### config.mk
export PLATFORM = sky130hd
export DESIGN_NAME = tri_window_avg
export DESIGN_NICKNAME = d
export VERILOG_FILES = /design/src/rtl/tri_avg_pkg.sv /design/src/rtl/tri_step_ctr.sv /design/src/rtl/tri_weight_gen.sv /design/src/rtl/tri_accum.sv /design/src/rtl/tri_window_avg.sv
export SDC_FILE = /design/constraint.sdc
export NUM_CORES = 1
export LEC_CHECK = 0
export ABC_AREA = 1
export BUFFER_PORTS_ARGS = -buffer_cell sky130_fd_sc_hd__clkbuf_2
export CAP_MARGIN = 5
export CORE_MARGIN = 2
export CORE_UTILIZATION = 40
export DETAILED_ROUTE_END_ITERATION = 12
export PLACE_DENSITY = 0.66
export SYNTH_ARGS = -nofsm -noshare
export SYNTH_HDL_FRONTEND = slang
export SYNTH_SLANG_ARGS = --single-unit
### constraint.sdc
create_clock -name clk -period 4.65 [get_ports clk]
set_input_delay 0.2325 -clock clk [delete_from_list [all_inputs] [get_ports clk]]
set_output_delay 0.2325 -clock clk [all_outputs]
set_load 0.01 [all_outputs]
### src/rtl/tri_avg_pkg.sv
package tri_avg_pkg;

    typedef enum logic [1:0] {
        ST_IDLE = 2'd0,
        ST_RISE = 2'd1,
        ST_FALL = 2'd2
    } tri_state_e;

endpackage

### src/rtl/tri_step_ctr.sv
module tri_step_ctr #(
    parameter int CONV_LEN = 16,
    parameter int STEP_W   = $clog2(CONV_LEN)
) (
    input  logic              clk,
    input  logic              rst,
    input  logic              clr,
    input  logic              adv,
    output logic [STEP_W-1:0] step,
    output logic              at_peak,
    output logic              at_last
);
    localparam logic [STEP_W-1:0] PEAK_IDX = STEP_W'(CONV_LEN / 2 - 1);
    localparam logic [STEP_W-1:0] LAST_IDX = STEP_W'(CONV_LEN - 1);

    always_ff @(posedge clk) begin
        if (rst || clr) begin
            step <= '0;
        end else if (adv) begin
            step <= (step == LAST_IDX) ? '0 : step + 1'b1;
        end
    end

    assign at_peak = (step == PEAK_IDX);
    assign at_last = (step == LAST_IDX);
endmodule

### src/rtl/tri_weight_gen.sv
module tri_weight_gen #(
    parameter int CONV_LEN = 16,
    parameter int STEP_W   = $clog2(CONV_LEN),
    parameter int WEIGHT_W = $clog2(CONV_LEN / 2 + 1)
) (
    input  logic [STEP_W-1:0]   step,
    output logic [WEIGHT_W-1:0] weight
);
    localparam int HALF = CONV_LEN / 2;

    always_comb begin
        int s;
        s = int'(step);
        if (s < HALF) begin
            weight = WEIGHT_W'(s + 1);
        end else begin
            weight = WEIGHT_W'(CONV_LEN - s);
        end
    end
endmodule

### src/rtl/tri_accum.sv
module tri_accum #(
    parameter int WEIGHT_W = 4,
    parameter int ACC_W    = 8
) (
    input  logic                    clk,
    input  logic                    rst,
    input  logic                    clr,
    input  logic                    add,
    input  logic                    bit_in,
    input  logic [WEIGHT_W-1:0]     weight,
    output logic signed [ACC_W-1:0] acc_next
);
    logic signed [ACC_W-1:0] acc;
    logic signed [ACC_W-1:0] w_ext;

    assign w_ext    = ACC_W'(weight);
    assign acc_next = bit_in ? (acc + w_ext) : (acc - w_ext);

    always_ff @(posedge clk) begin
        if (rst || clr) begin
            acc <= '0;
        end else if (add) begin
            acc <= acc_next;
        end
    end
endmodule

### src/rtl/tri_window_avg.sv
module tri_window_avg
    import tri_avg_pkg::*;
#(
    parameter int CONV_LEN = 16,
    localparam int MAX_SUM  = (CONV_LEN / 2) * (CONV_LEN / 2 + 1),
    localparam int ACC_W    = $clog2(MAX_SUM + 1) + 1
) (
    input  logic                    clk,
    input  logic                    rst,
    input  logic                    mod_bit,
    input  logic                    mod_stb,
    input  logic                    start,
    output logic signed [ACC_W-1:0] result,
    output logic                    ready,
    output logic                    mid_mark
);
    localparam int STEP_W   = $clog2(CONV_LEN);
    localparam int WEIGHT_W = $clog2(CONV_LEN / 2 + 1);

    tri_state_e              state;
    tri_state_e              state_nx;
    logic                    take;
    logic                    clr;
    logic [STEP_W-1:0]       step;
    logic                    at_peak;
    logic                    at_last;
    logic [WEIGHT_W-1:0]     weight;
    logic signed [ACC_W-1:0] acc_next;
    logic                    peak_hit;
    logic                    last_hit;

    assign take     = mod_stb && (state != ST_IDLE);
    assign clr      = start && (state == ST_IDLE);
    assign peak_hit = take && (state == ST_RISE) && at_peak;
    assign last_hit = take && (state == ST_FALL) && at_last;

    tri_step_ctr #(.CONV_LEN(CONV_LEN), .STEP_W(STEP_W)) u_ctr (
        .clk     (clk),
        .rst     (rst),
        .clr     (clr),
        .adv     (take),
        .step    (step),
        .at_peak (at_peak),
        .at_last (at_last)
    );

    tri_weight_gen #(.CONV_LEN(CONV_LEN), .STEP_W(STEP_W), .WEIGHT_W(WEIGHT_W)) u_wgt (
        .step   (step),
        .weight (weight)
    );

    tri_accum #(.WEIGHT_W(WEIGHT_W), .ACC_W(ACC_W)) u_acc (
        .clk      (clk),
        .rst      (rst),
        .clr      (clr),
        .add      (take),
        .bit_in   (mod_bit),
        .weight   (weight),
        .acc_next (acc_next)
    );

    // State register
    always_ff @(posedge clk) begin
        if (rst) begin
            state <= ST_IDLE;
        end else begin
            state <= state_nx;
        end
    end

    // Transitions GO, PEAK, DONE
    always_comb begin
        state_nx = state;
        unique case (state)
            ST_IDLE: if (start)    state_nx = ST_RISE;
            ST_RISE: if (peak_hit) state_nx = ST_FALL;
            ST_FALL: if (last_hit) state_nx = ST_IDLE;
            default:               state_nx = ST_IDLE;
        endcase
    end

    // Registered outputs
    always_ff @(posedge clk) begin
        if (rst) begin
            result   <= '0;
            ready    <= 1'b0;
            mid_mark <= 1'b0;
        end else begin
            ready    <= last_hit;
            mid_mark <= peak_hit;
            if (last_hit) begin
                result <= acc_next;
            end
        end
    end
endmodule

== Word-level counts from Yosys, hierarchy flattened ==
Index checks and enable logic that the tools add are counted.

* Memories kept: 0
* Flip-flop bits (word level): 24
* Output and inout port bits: 10
* Bits in read-only memories: 0
* Input bits: 5
* RAM bits: 0
* Latch bits: 0

* Equality and inequality tests: 7
* Multiply operators: 0
* $lt $le $gt $ge: 1
* Shift-type cells: 0
* Divide/modulo/power cells: 0
* Reduce and logical (&&, ||, !) cells: 10
* Add/subtract/negate cells: 5
* Bitwise logic cells: 0
* Mux-type cells: 7

{| class="wikitable"
|+ Operator list
! operator !! number
|-
| $add A4 B1 Y4 const B || 2
|-
| $add A8 B5 Y8 || 1
|-
| $mux W4 || 2
|-
| $mux W8 || 1
|-
| $sub A8 B5 Y8 || 1
|-
| $logic_and A1 B1 Y1 || 6
|-
| $mux W2 || 3
|-
| $ne A2 B2 Y1 const B || 3
|-
| $pmux W2 S3 || 1
|-
| $eq A4 B3 Y1 const B || 1
|-
| $eq A4 B4 Y1 const B || 1
|-
| $lt A4 B4 Y1 const B || 1
|-
| $sub A1 B4 Y4 const A || 1
|-
| $reduce_and A3 Y1 || 1
|-
| $eq A2 B1 Y1 const B || 1
|-
| $eq A2 B2 Y1 const B || 1
|-
| $logic_not A2 Y1 || 1
|-
| $reduce_bool A2 Y1 || 1
|-
| $logic_or A1 B1 Y1 || 1
|}

== Longest topological paths before layout ==
Gate-level depths: netlist of the first run.

* Depth in word-level cells: 6
* Depth in mapped cells: 19

== Modules after synthesis ==
Synthesis of the first run repeated with hierarchy kept, for this count alone.

* Cells, all modules: 253
* Area, all modules: 1,612.8 µm²

{| class="wikitable"
|+ Modules (own cells, without submodules)
! module !! sequential area each (µm²) !! area an instance (µm²) !! times used !! cells an instance
|-
| tri_accum || 160.2 || 794.5 || 1 || 129
|-
| tri_window_avg || 240.2 || 504.2 || 1 || 73
|-
| tri_step_ctr || 80.1 || 203.9 || 1 || 29
|-
| tri_weight_gen || 0.0 || 110.1 || 1 || 22
|}

== Worst setup path after synthesis of the first run ==
Ideal clock, no wire load.

* Path type: flip-flop to flip-flop
* Start: reg u_ctr.step[0]
* End: reg u_acc.acc[6]
* Path buffers: 0
* Required time: 4.541 ns
* Arrival: 2.259 ns
* Setup slack: 2.282 ns
* Stages on the path, launching flop included: 20
* Path through: dfxtp_1 > ha_1 > nand2_2 > inv_1 > nor2_1 > o21ai_1 > nand2_1 > nor2_1 > ha_1 > nand2_1 > o21ai_0 > ha_1 > inv_1 > nand2_1 > nand3_1 > nand2_1 > nand2_1 > nand3_1 > nand2_1 > inv_1

* Word-level cells in the longest chain between the ends: 4

{| class="wikitable"
|+ RTL lines
! item !! line !! text
|-
| start: declaration || tri_step_ctr.sv:9 || <nowiki>output logic [STEP_W-1:0] step,</nowiki>
|-
| start signal: assignment || tri_step_ctr.sv:20 || <nowiki>step <= (step == LAST_IDX) ? '0 : step + 1'b1;</nowiki>
|-
| $sub A1 B4 Y4, or another cell as far along || tri_weight_gen.sv:17 || <nowiki>weight = WEIGHT_W'(CONV_LEN - s);</nowiki>
|-
| $mux W4 * || tri_weight_gen.sv:14 || <nowiki>if (s < HALF) begin</nowiki>
|-
| $sub A8 B5 Y8 or $add A8 B5 Y8 (tied branches) || tri_accum.sv:17 || <nowiki>assign acc_next = bit_in ? (acc + w_ext) : (acc - w_ext);</nowiki>
|-
| $mux W8 * || tri_accum.sv:17 ||
|-
| end signal: assignment || tri_accum.sv:23 || <nowiki>acc <= acc_next;</nowiki>
|-
| end: declaration || tri_accum.sv:13 || <nowiki>logic signed [ACC_W-1:0] acc;</nowiki>
|}

Every way passes the cells marked *; elsewhere a longest branch is shown, timed or not.
A chain may end at the register's enable or synchronous reset.

== Final worst setup path of the first run ==
Same ends and word-level chain as after synthesis.

==> impl_metrics.csv, run 1 <==
group,metric,value,unit
yosys,netlist_instances,226,
floorplan,die_height,64.86,µm
cts,clk_latency,0.26,ns
yosys,synth_top_cell_by_area,"dfxtp_1",
yosys,synth_top_area_share,0.3243,
timing,finalCritPeriodShare,0.5574,
power_and_ir_drop,comb_power_share,0.148,
cts,cts_resized,0,
routing,vias_per_cell,4.603,
power_and_ir_drop,p_clk_frac,0.307,
timing,hold_viol_final,0,
yosys,ys_seq_area_frac,0.3243,
global_route,grt_start_max_net_pins,21,
power_and_ir_drop,p_leak,0.8194,nW
routing,drc,0,
critical_path,cpMaxStageDelayCell,"dfxtp_1",
yosys,avgSynthCellArea,6.555,µm²
layout,drive_gt1_frac,0.1172,
floorplan,start_util,0.4108,
flow_run,drv_cap,0,
placed_design,gp_congestion,0.8099,
global_route,grt_pass1_vias,1220,
routing,vias,1321,
layout,finalNetCount,257,
floorplan,core,3606,µm²
critical_path,end_kind,"flop",
power_and_ir_drop,cellPowerDensity,238.6,nW/µm²
routing,dr.first_iter.drc_count,71,
layout,diodes,0,
layout,multi_input_comb_area,824.5,µm²
power_and_ir_drop,p_int,0.2873,mW
layout,area_growth,10.13,%
yosys,ys_top_cells_by_area,"dfxtp_1 32%, nand2_1 14%, inv_1 9.1%",
cts,cts_buffers,3,
global_route,grt_pass1_wl,5.188,mm
cts,htreeDepth,1,
routing,wirelength,2.830,mm
timing,fmax,385.8,MHz
yosys,post-synth-top-count-cell,"nand2_1",
timing,tightest_slew,0.3769,ns
yosys,syn-num-nets,242,
yosys,synth_area,1481,µm²
cts,cts_tree,"yes",
cts,cts_root_buf,"clkbuf_8",
cts,clock_path_buffers,2,
critical_path,path_max_fanout,6,
power_and_ir_drop,p_switching,0.1020,mW
yosys,ys_top_cells_by_count,"54 x nand2_1, 36 x inv_1, 32 x nor2_1, 24 x dfxtp_1, 21 x nand3_1",
timing,finalSetupViolCount,0,
critical_path,slowest_delay,0.42,ns
yosys,synth-seq-cells,24,
yosys,synth_edf_count,0,
floorplan,fp.dieW,64.86,µm
global_route,overflow,0,
timing,period_minus_slack,2.592,ns
global_route,antenna_found_initial,0,
yosys,synth_flop_cell,"dfxtp_1",
power_and_ir_drop,peakVddDrop,135.3,µV
placed_design,dp_hpwl,2.183,mm
global_route,grtUsageTotal,0.1540,
cts,ctsHoldBuffers,0,
outcome,status,"completed",
layout,fill_cells,392,
power_and_ir_drop,sequentialPowerShare,0.545,
min_path,hp-class,"in2reg",
timing,slew_headroom,0.7461,
routing,wl_per_cell,9.861,µm
critical_path,critPathKind,"reg2reg",
yosys,synthArstFlopShare,0,
timing,grt_setup_unrepaired,"false",
power_and_ir_drop,switching_share,0.2621,
timing,skew,0.002451,ns
placed_design,io_buffers,14,
floorplan,num_rows,22,
critical_path,required,4.82,ns
timing,setup_tns,0,ns
cts,post_cts_buffers,0,
yosys,synth_cell_types,28,
layout,finish.utilization,0.4525,
timing,maxSlewViolCount,0,
critical_path,path_cells,"ha_1 > nand2_2 > inv_1 > nor2_1 > o21ai_1 > nand2_1 > nor2_1 > ha_1 > nand2_1 > o21ai_0 > ha_1 > inv_1 > nand2_1 > nand3_1 > nand2_1 > nand2_1 > nand3_1 > nand2_1 > inv_1",
cts,clk_pin_slew,0.08,ns
yosys,synth_warnings,0,
floorplan,die_area,4206,µm²
cts,numClockSinks,24,
placed_design,placed_cell_area,1590,µm²
routing,firstDrtPassIters,4,
floorplan,ios,15,
layout,seqCellArea,480.5,µm²
critical_path,cp_common_cell,"nand2_1",
routing,ant_nets,0,
critical_path,arrival,2.76,ns
critical_path,cp-start-kind,"flop",
layout,final_cell_area,1632,µm²
-- path summary, 6_finish.rpt --
check,start,cells past startpoint,slack (ns),to
worst max-delay path,u_ctr.step[0]$_SDFFE_PP0P_,19,2.06,u_acc.acc[6]$_SDFFE_PP0P_
worst min-delay path,mod_stb,3,0.27,ready$_SDFF_PP0_
worst max register to register,u_ctr.step[0]$_SDFFE_PP0P_,19,2.06,u_acc.acc[6]$_SDFFE_PP0P_
worst min register to register,result[0]$_SDFFE_PP0P_,2,0.48,result[0]$_SDFFE_PP0P_
-- area by class of cell --
| class | instances | share of cell area |
|---|---|---|
| multi-input cells | 158 | 0.5054 |
| clock buffers | 3 | 0.02531 |
| well taps | 48 | 0.03681 |
| repair buffers | 15 | 0.04755 |
| flip-flops and latches | 24 | 0.2945 |
| inverters | 39 | 0.09049 |
-- kinds of logic (layout without fill, tap and decap cells) --
family,after synthesis,count (layout),synth area share
AND/OR/NAND/NOR,119,119,0.3505
buffers and inverters,44,57,0.1191
AO/OA/AOI/OAI,25,25,0.09037
flip-flops,24,24,0.3243
adder cells (fa/ha/maj),11,11,0.09797
XOR/XNOR,3,3,0.01774
-- layout by cell type (no fill, tap or decap), drive strengths merged --
master,instances
nand3,22
clkbuf,17
o211ai,2
buf,1
xor2,3
nand3b,2
nor3,2
inv,37
fa,1
nor2,37
a31oi,1
a211oi,1
dfxtp,24
nand2,55
ha,10
a21oi,16
or2,1
o21ai,5
clkinv,2
-- metal layers --
| metal | track usage | vias to the layer above | part of all wire |
|---|---|---|---|
| li1 | - | 731 | - |
| met1 | 0.1919 | 571 | 0.50 |
| met2 | 0.2706 | 17 | 0.47 |
| met3 | 0.03646 | 2 | 0.031 |
| met4 | 0.02926 | 0 | 0.0028 |
| met5 | 0 | - | 0 |
-- sequential cells by signal, indices dropped and copies added (netlist names) --
register and count:
mid_mark 1, ready 1, u_ctr.step 4, state 2, u_acc.acc 8, result 8
-- power by group through the flow --
stage,Sequential (mW),Combinational [mW],Clock (mW)
2_1_floorplan,0.216,0.0447,0
3_3_place_gp,0.217,0.0578,0
3_5_place_dp,0.217,0.0580,0
4_1_cts,0.212,0.0583,0.128
5_1_grt,0.213,0.0670,0.134
6_report,0.212,0.0576,0.119
-- stage by stage --
stage | instances | setup slack, ns | hold slack [ns] | power [mW]
6_report | 287 | 2.058 | 0.2688 | 0.3893
2_1_floorplan | 226 | 2.282 | 0.3806 | 0.2611
5_1_grt | 287 | 1.805 | 0.2851 | 0.4136
4_1_cts | 287 | 2.051 | 0.2682 | 0.3984
3_5_place_dp | 284 | 2.048 | 0.4623 | 0.2752
3_3_place_gp | 284 | 2.111 | 0.4535 | 0.2749
-- critical path, delay by kind of cell (launching register included) --
| family | cells | cell delay [ns] |
|---|---|---|
| adder cells (fa/ha/maj) | 3 | 0.76 |
| flip-flops | 1 | 0.42 |
| AO/OA/AOI/OAI | 2 | 0.29 |
| buffers and inverters | 3 | 0.20 |
| AND/OR/NAND/NOR | 11 | 0.84 |
Power figures use the tool's default switching activity.
==> run 2, diff against run 1 <==
Settings changed: ABC_AREA 1 to 0.
Clock period 4.65 ns to 2.5 ns, I/O delays scaled along.
==> impl_metrics.csv, run 2 <==
group,metric,value,unit
timing,slew_headroom,0.6538,
routing,dr.first_iter.drc_count,28,
floorplan,start_util,0.4161,
timing,hold_viol_final,0,
timing,tightest_slew,0.5193,ns
min_path,hp-class,"in2reg",
yosys,synth_area,1378,µm²
power_and_ir_drop,p_switching,0.1984,mW
critical_path,cpMaxStageDelayCell,"dfxtp_4",
yosys,netlist_instances,163,
power_and_ir_drop,p_leak,0.7047,nW
yosys,synth_edf_count,0,
global_route,overflow,0,
cts,ctsHoldBuffers,0,
critical_path,path_max_fanout,4,
yosys,synth_flop_cell,"dfxtp_1",
timing,skew,0.004472,ns
floorplan,fp.dieW,62.69,µm
placed_design,dp_hpwl,2.270,mm
yosys,ys_top_cells_by_count,"27 x nand2_1, 24 x dfxtp_1, 19 x a21oi_1, 18 x nor2_1, 10 x ha_1",
power_and_ir_drop,sequentialPowerShare,0.534,
critical_path,arrival,2.73,ns
critical_path,critPathKind,"reg2reg",
floorplan,ios,15,
cts,clk_latency,0.31,ns
placed_design,io_buffers,14,
floorplan,die_area,3929,µm²
cts,numClockSinks,24,
outcome,status,"finished, violations left",
global_route,grt_pass1_vias,1246,
cts,clock_path_buffers,2,
critical_path,slowest_delay,0.39,ns
power_and_ir_drop,comb_power_share,0.190,
outcome,violations,"setup timing",
yosys,ys_seq_area_frac,0.3488,
global_route,grt_pass1_wl,5.340,mm
timing,grt_setup_unrepaired,"true",
placed_design,placed_cell_area,1615,µm²
power_and_ir_drop,switching_share,0.2682,
layout,layout_common_cells,"23 x nand2_1, 21 x dfxtp_1, 19 x buf_4",
routing,vias_per_cell,5.226,
routing,drc,0,
routing,wirelength,3.002,mm
timing,maxSlewViolCount,0,
floorplan,core,3311,µm²
yosys,ys_top_cells_by_area,"dfxtp_1 35%, ha_1 9.1%, nand2_1 7.4%",
timing,finalSetupViolCount,2,
power_and_ir_drop,p_int,0.5411,mW
layout,finish.utilization,0.5321,
yosys,synth_top_area_share,0.3488,
layout,finalNetCount,210,
cts,clk_pin_slew,0.13,ns
flow_run,drv_cap,0,
layout,fill_cells,313,
yosys,synth_cell_types,39,
global_route,grt_start_max_net_pins,16,
yosys,synth-seq-cells,24,
yosys,post-synth-top-count-cell,"nand2_1",
cts,cts_tree,"yes",
floorplan,num_rows,21,
critical_path,path_cells,"ha_1 > o21ai_2 > xnor2_2 > nor3_2 > ha_1 > nor2_1 > a21oi_1 > ha_2 > o21ai_1 > o21bai_1 > a21oi_1 > xnor2_1 > a2bb2o_4",
timing,setup_tns,-0.02325,ns
power_and_ir_drop,cellPowerDensity,419.8,nW/µm²
routing,ant_nets,0,
floorplan,die_height,62.69,µm
yosys,syn-num-nets,179,
timing,fin_ws,-0.01171,ns
yosys,synthArstFlopShare,0,
critical_path,required,2.72,ns
layout,mostFrequentLayoutCell,"nand2_1",
critical_path,cp-start-kind,"flop",
timing,fmax,398.1,MHz
cts,htreeDepth,1,
yosys,synth_warnings,0,
layout,diodes,0,
layout,reg_top3,"result x8, u_acc.acc x8, u_ctr.step x4",
routing,firstDrtPassIters,4,
layout,area_growth,27.88,%
yosys,synth_top_cell_by_area,"dfxtp_1",
power_and_ir_drop,p_clk_frac,0.276,
cts,cts_buffers,3,
power_and_ir_drop,peakVddDrop,337.0,µV
timing,finalCritPeriodShare,1.005,
global_route,antenna_found_initial,0,
yosys,avgSynthCellArea,8.451,µm²
timing,period_minus_slack,2.512,ns
layout,drive_gt1_frac,0.3420,
routing,vias,1249,
global_route,grtUsageTotal,0.1629,
cts,cts_root_buf,"clkbuf_4",
routing,wl_per_cell,12.56,µm
critical_path,end_kind,"flop",
layout,final_cell_area,1762,µm²
placed_design,gp_congestion,0.8266,
run 2: routing by layer:
layer	share of wire	global-route usage	up-vias	routed length (µm)
met5	0	0	-	0
met4	0.019	0.05833	0	57
met3	0.020	0.01261	6	59
met2	0.52	0.2984	16	1562
met1	0.44	0.1991	593	1323
li1	-	-	634	-
run 2: final timing paths:
check / from / to / slack (ns) / depth (start not counted)
worst max-delay path: u_ctr.step[1]$_SDFFE_PP0P_ / u_acc.acc[6]$_SDFFE_PP0P_ / -0.01 / 13
worst min-delay path: start / state[0]$_SDFFE_PP0P_ / 0.14 / 3
worst max register to register: u_ctr.step[1]$_SDFFE_PP0P_ / u_acc.acc[6]$_SDFFE_PP0P_ / -0.01 / 13
worst min register to register: result[1]$_SDFFE_PP0P_ / result[1]$_SDFFE_PP0P_ / 0.47 / 2
run 2: final cells by class:
type / count / area, µm² / share of cell area
inverters: 3 / 13.76 / 0.007812
well taps: 46 / 57.56 / 0.03267
flip-flops and latches: 24 / 486.7 / 0.2763
multi-input cells: 128 / 943.4 / 0.5355
clock buffers: 4 / 36.28 / 0.02060
repair buffers: 34 / 224.0 / 0.1271
run 2: timing repair:
item / 4_1_cts / 5_1_grt
setup endpoints to repair: 8 / 10
buffers inserted: 4 / 0
endpoints found under the hold margin: 0 / 0
resized for setup: 10 / 10
pin swaps: 14 / 17
run 2: kinds of logic (layout without fill, tap and decap cells):
family | after synthesis | count (layout) | share of synthesized area
flops | 24 | 24 | 0.3488
simple gates | 62 | 62 | 0.2134
buf+inv | 11 | 41 | 0.04450
xor+xnor | 11 | 11 | 0.06994
fa+ha+maj | 11 | 11 | 0.1054
compound gates | 44 | 44 | 0.2180
run 2: stage by stage:
step	power, mW	instances	hold slack (ns)	setup slack, ns
CTS	0.7350	241	0.1293	-0.1227
floorplan	0.4901	163	0.2094	-0.06529
global placement	0.5223	233	0.4427	-0.03658
global route	0.7731	239	0.1551	-0.1357
finish	0.7395	239	0.1385	-0.01171
detailed placement	0.5255	233	0.4539	-0.09768
run 2: critical path, delay by kind of cell, from the launching register on:
| kind | cells | cell delay, ns |
|---|---|---|
| simple gates | 2 | 0.09 |
| fa+ha+maj | 3 | 0.80 |
| compound gates | 6 | 0.86 |
| xor+xnor | 2 | 0.26 |
| flops | 1 | 0.39 |
run 2: power by group through the flow:
stage               Sequential [mW]  Combinational, mW  Clock (mW)
floorplan                     0.402             0.0876           0
global placement              0.403              0.119           0
detailed placement            0.404              0.122           0
CTS                           0.394              0.133       0.207
global route                  0.396              0.154       0.223
finish                        0.395              0.141       0.204
==> run 3, diff against run 2 <==
Settings changed: CTS_BUF_LIST from default to sky130_fd_sc_hd__clkbuf_4.
==> impl_metrics.csv, run 3 (synthesized netlist as in run 2, its figures left out) <==
group,metric,value,unit
layout,finish.utilization,0.5291,
global_route,overflow,0,
cts,cts_tree,"yes",
timing,finalCritPeriodShare,1.004,
placed_design,dp_hpwl,2.270,mm
critical_path,r2r_start,"u_ctr.step[1]$_SDFFE_PP0P_",
critical_path,r2r-end,"u_acc.acc[6]$_SDFFE_PP0P_",
timing,finalSetupViolCount,2,
layout,multi_input_comb_area,943.4,µm²
critical_path,rrSetupSlack,-0.009,ns
critical_path,path_cells,"ha_1 > o21ai_2 > xnor2_2 > nor3_2 > ha_1 > nor2_1 > a21oi_1 > ha_2 > o21ai_1 > o21bai_1 > a21oi_1 > xnor2_1 > a2bb2o_4",
power_and_ir_drop,finalPower,0.7067,mW
routing,vias_per_cell,5.222,
timing,grt_setup_unrepaired,"true",
layout,mostFrequentLayoutCell,"nand2_1",
layout,fill_cells,316,
layout,diodes,0,
placed_design,io_buffers,14,
cts,htreeDepth,1,
power_and_ir_drop,cellPowerDensity,403.4,nW/µm²
cts,clk_latency,0.31,ns
timing,skew,0.008990,ns
layout,finalNetCount,210,
routing,firstDrtPassIters,4,
floorplan,fp.dieW,62.69,µm
critical_path,cp-start-kind,"flop",
global_route,antenna_found_initial,0,
critical_path,path_max_fanout,4,
cts,cts_root_buf,"clkbuf_4",
routing,wl_per_cell,12.51,µm
routing,dr.first_iter.drc_count,27,
critical_path,r2r_cells,13,
floorplan,start_util,0.4161,
routing,vias,1248,
cts,cts_buffers,3,
layout,reg_top3,"result x8, u_acc.acc x8, u_ctr.step x4",
critical_path,slowest_delay,0.38,ns
routing,wirelength,2.991,mm
floorplan,core,3311,µm²
global_route,grt_pass1_wl,5.340,mm
routing,drc,0,
power_and_ir_drop,p_leak,0.6991,nW
cts,numClockSinks,24,
power_and_ir_drop,peakVddDrop,368.6,µV
critical_path,cpMaxStageDelayCell,"dfxtp_4",
timing,fmax,398.5,MHz
placed_design,pre_cts_slack,-0.09768,ns
min_path,hp-start,"start",
global_route,grt_pass1_vias,1246,
timing,hold_viol_final,0,
layout,layout_common_cells,"23 x nand2_1, 21 x dfxtp_1, 19 x buf_4",
timing,slew_headroom,0.6579,
critical_path,arrival,2.72,ns
outcome,violations,"setup timing",
routing,ant_nets,0,
timing,setup_tns,-0.01386,ns
floorplan,ios,15,
critical_path,required,2.72,ns
layout,area_growth,27.16,%
cts,clock_path_buffers,2,
flow_run,drv_cap,0,
placed_design,gp_congestion,0.8266,
critical_path,critPathKind,"reg2reg",
layout,drive_gt1_frac,0.3368,
global_route,grt_start_max_net_pins,16,
min_path,worstHoldPathCells,3,
global_route,grtUsageTotal,0.1629,
floorplan,die_area,3929,µm²
min_path,hp-class,"in2reg",
floorplan,die_height,62.69,µm
min_path,whs_endpoint,"state[0]$_SDFFE_PP0P_",
floorplan,num_rows,21,
layout,seqCellArea,486.7,µm²
critical_path,end_kind,"flop",
cts,clk_pin_slew,0.12,ns
timing,period_minus_slack,2.509,ns
outcome,status,"finished, violations left",
timing,tightest_slew,0.5131,ns
timing,hold_ws,0.1417,ns
timing,maxSlewViolCount,0,
timing,fin_ws,-0.009313,ns
## run 3: changes by cell type in the layout (fill, tap and decap cells not counted)
cell | previous run | this run
clkbuf_8 | 1 | 0
clkinv_1 | 0 | 1
## run 3: through the flow
stage / cell area (µm²) / instances
3_3_place_gp: 1615 / 233
6_report: 1752 / 239
3_5_place_dp: 1615 / 233
4_1_cts: 1713 / 241
2_1_floorplan: 1413 / 163
5_1_grt: 1752 / 239
## run 3: critical path, delay by kind of cell (launching register included)
family / cells / cell delay (ns)
AOI/OAI and AO/OA: 6 / 0.86
adders and majority gates: 3 / 0.80
DFF: 1 / 0.38
xor gates and xnor gates: 2 / 0.26
and+or+nand+nor: 2 / 0.09
## run 3: timing repair
item / in CTS / in global routing
pin swaps: 14 / 17
cloned: 0 / 0
setup endpoints to repair: 8 / 10
hold buffers: 0 / 0
gates resized for setup: 10 / 10
setup buffers: 4 / 0
## run 3: how the worst max path moves through the flow
stage,end,from,slack (ns)
2_1_floorplan,result[7]$_SDFFE_PP0P_,u_ctr.step[1]$_SDFFE_PP0P_,-0.07
3_3_place_gp,u_acc.acc[6]$_SDFFE_PP0P_,u_ctr.step[0]$_SDFFE_PP0P_,-0.04
3_5_place_dp,u_acc.acc[6]$_SDFFE_PP0P_,u_ctr.step[0]$_SDFFE_PP0P_,-0.1
4_1_cts,result[7]$_SDFFE_PP0P_,u_ctr.step[0]$_SDFFE_PP0P_,-0.12
5_1_grt,result[7]$_SDFFE_PP0P_,u_ctr.step[0]$_SDFFE_PP0P_,-0.13
6_report,u_acc.acc[6]$_SDFFE_PP0P_,u_ctr.step[1]$_SDFFE_PP0P_,-0.009
## run 3: where the power goes
| group | total (mW) | internal, mW | switching, mW |
|---|---|---|---|
| Sequential | 0.395 | 0.388 | 0.00617 |
| Clock | 0.172 | 0.0582 | 0.113 |
| Combinational | 0.140 | 0.0639 | 0.0765 |
## run 3: layout make-up
type	count	area share
clock inverters	1	0.002143
flip-flops and latches	24	0.2779
multi-input cells	128	0.5386
well taps	46	0.03286
inverters	3	0.007857
clock buffers	3	0.01286
repair buffers	34	0.1279
## run 3: layer usage
metal	up-vias	global-route usage	part of all wire
li1	634	-	-
met1	590	0.1991	0.43
met2	18	0.2984	0.52
met3	6	0.01261	0.024
met4	0	0.05833	0.019
met5	-	0	0
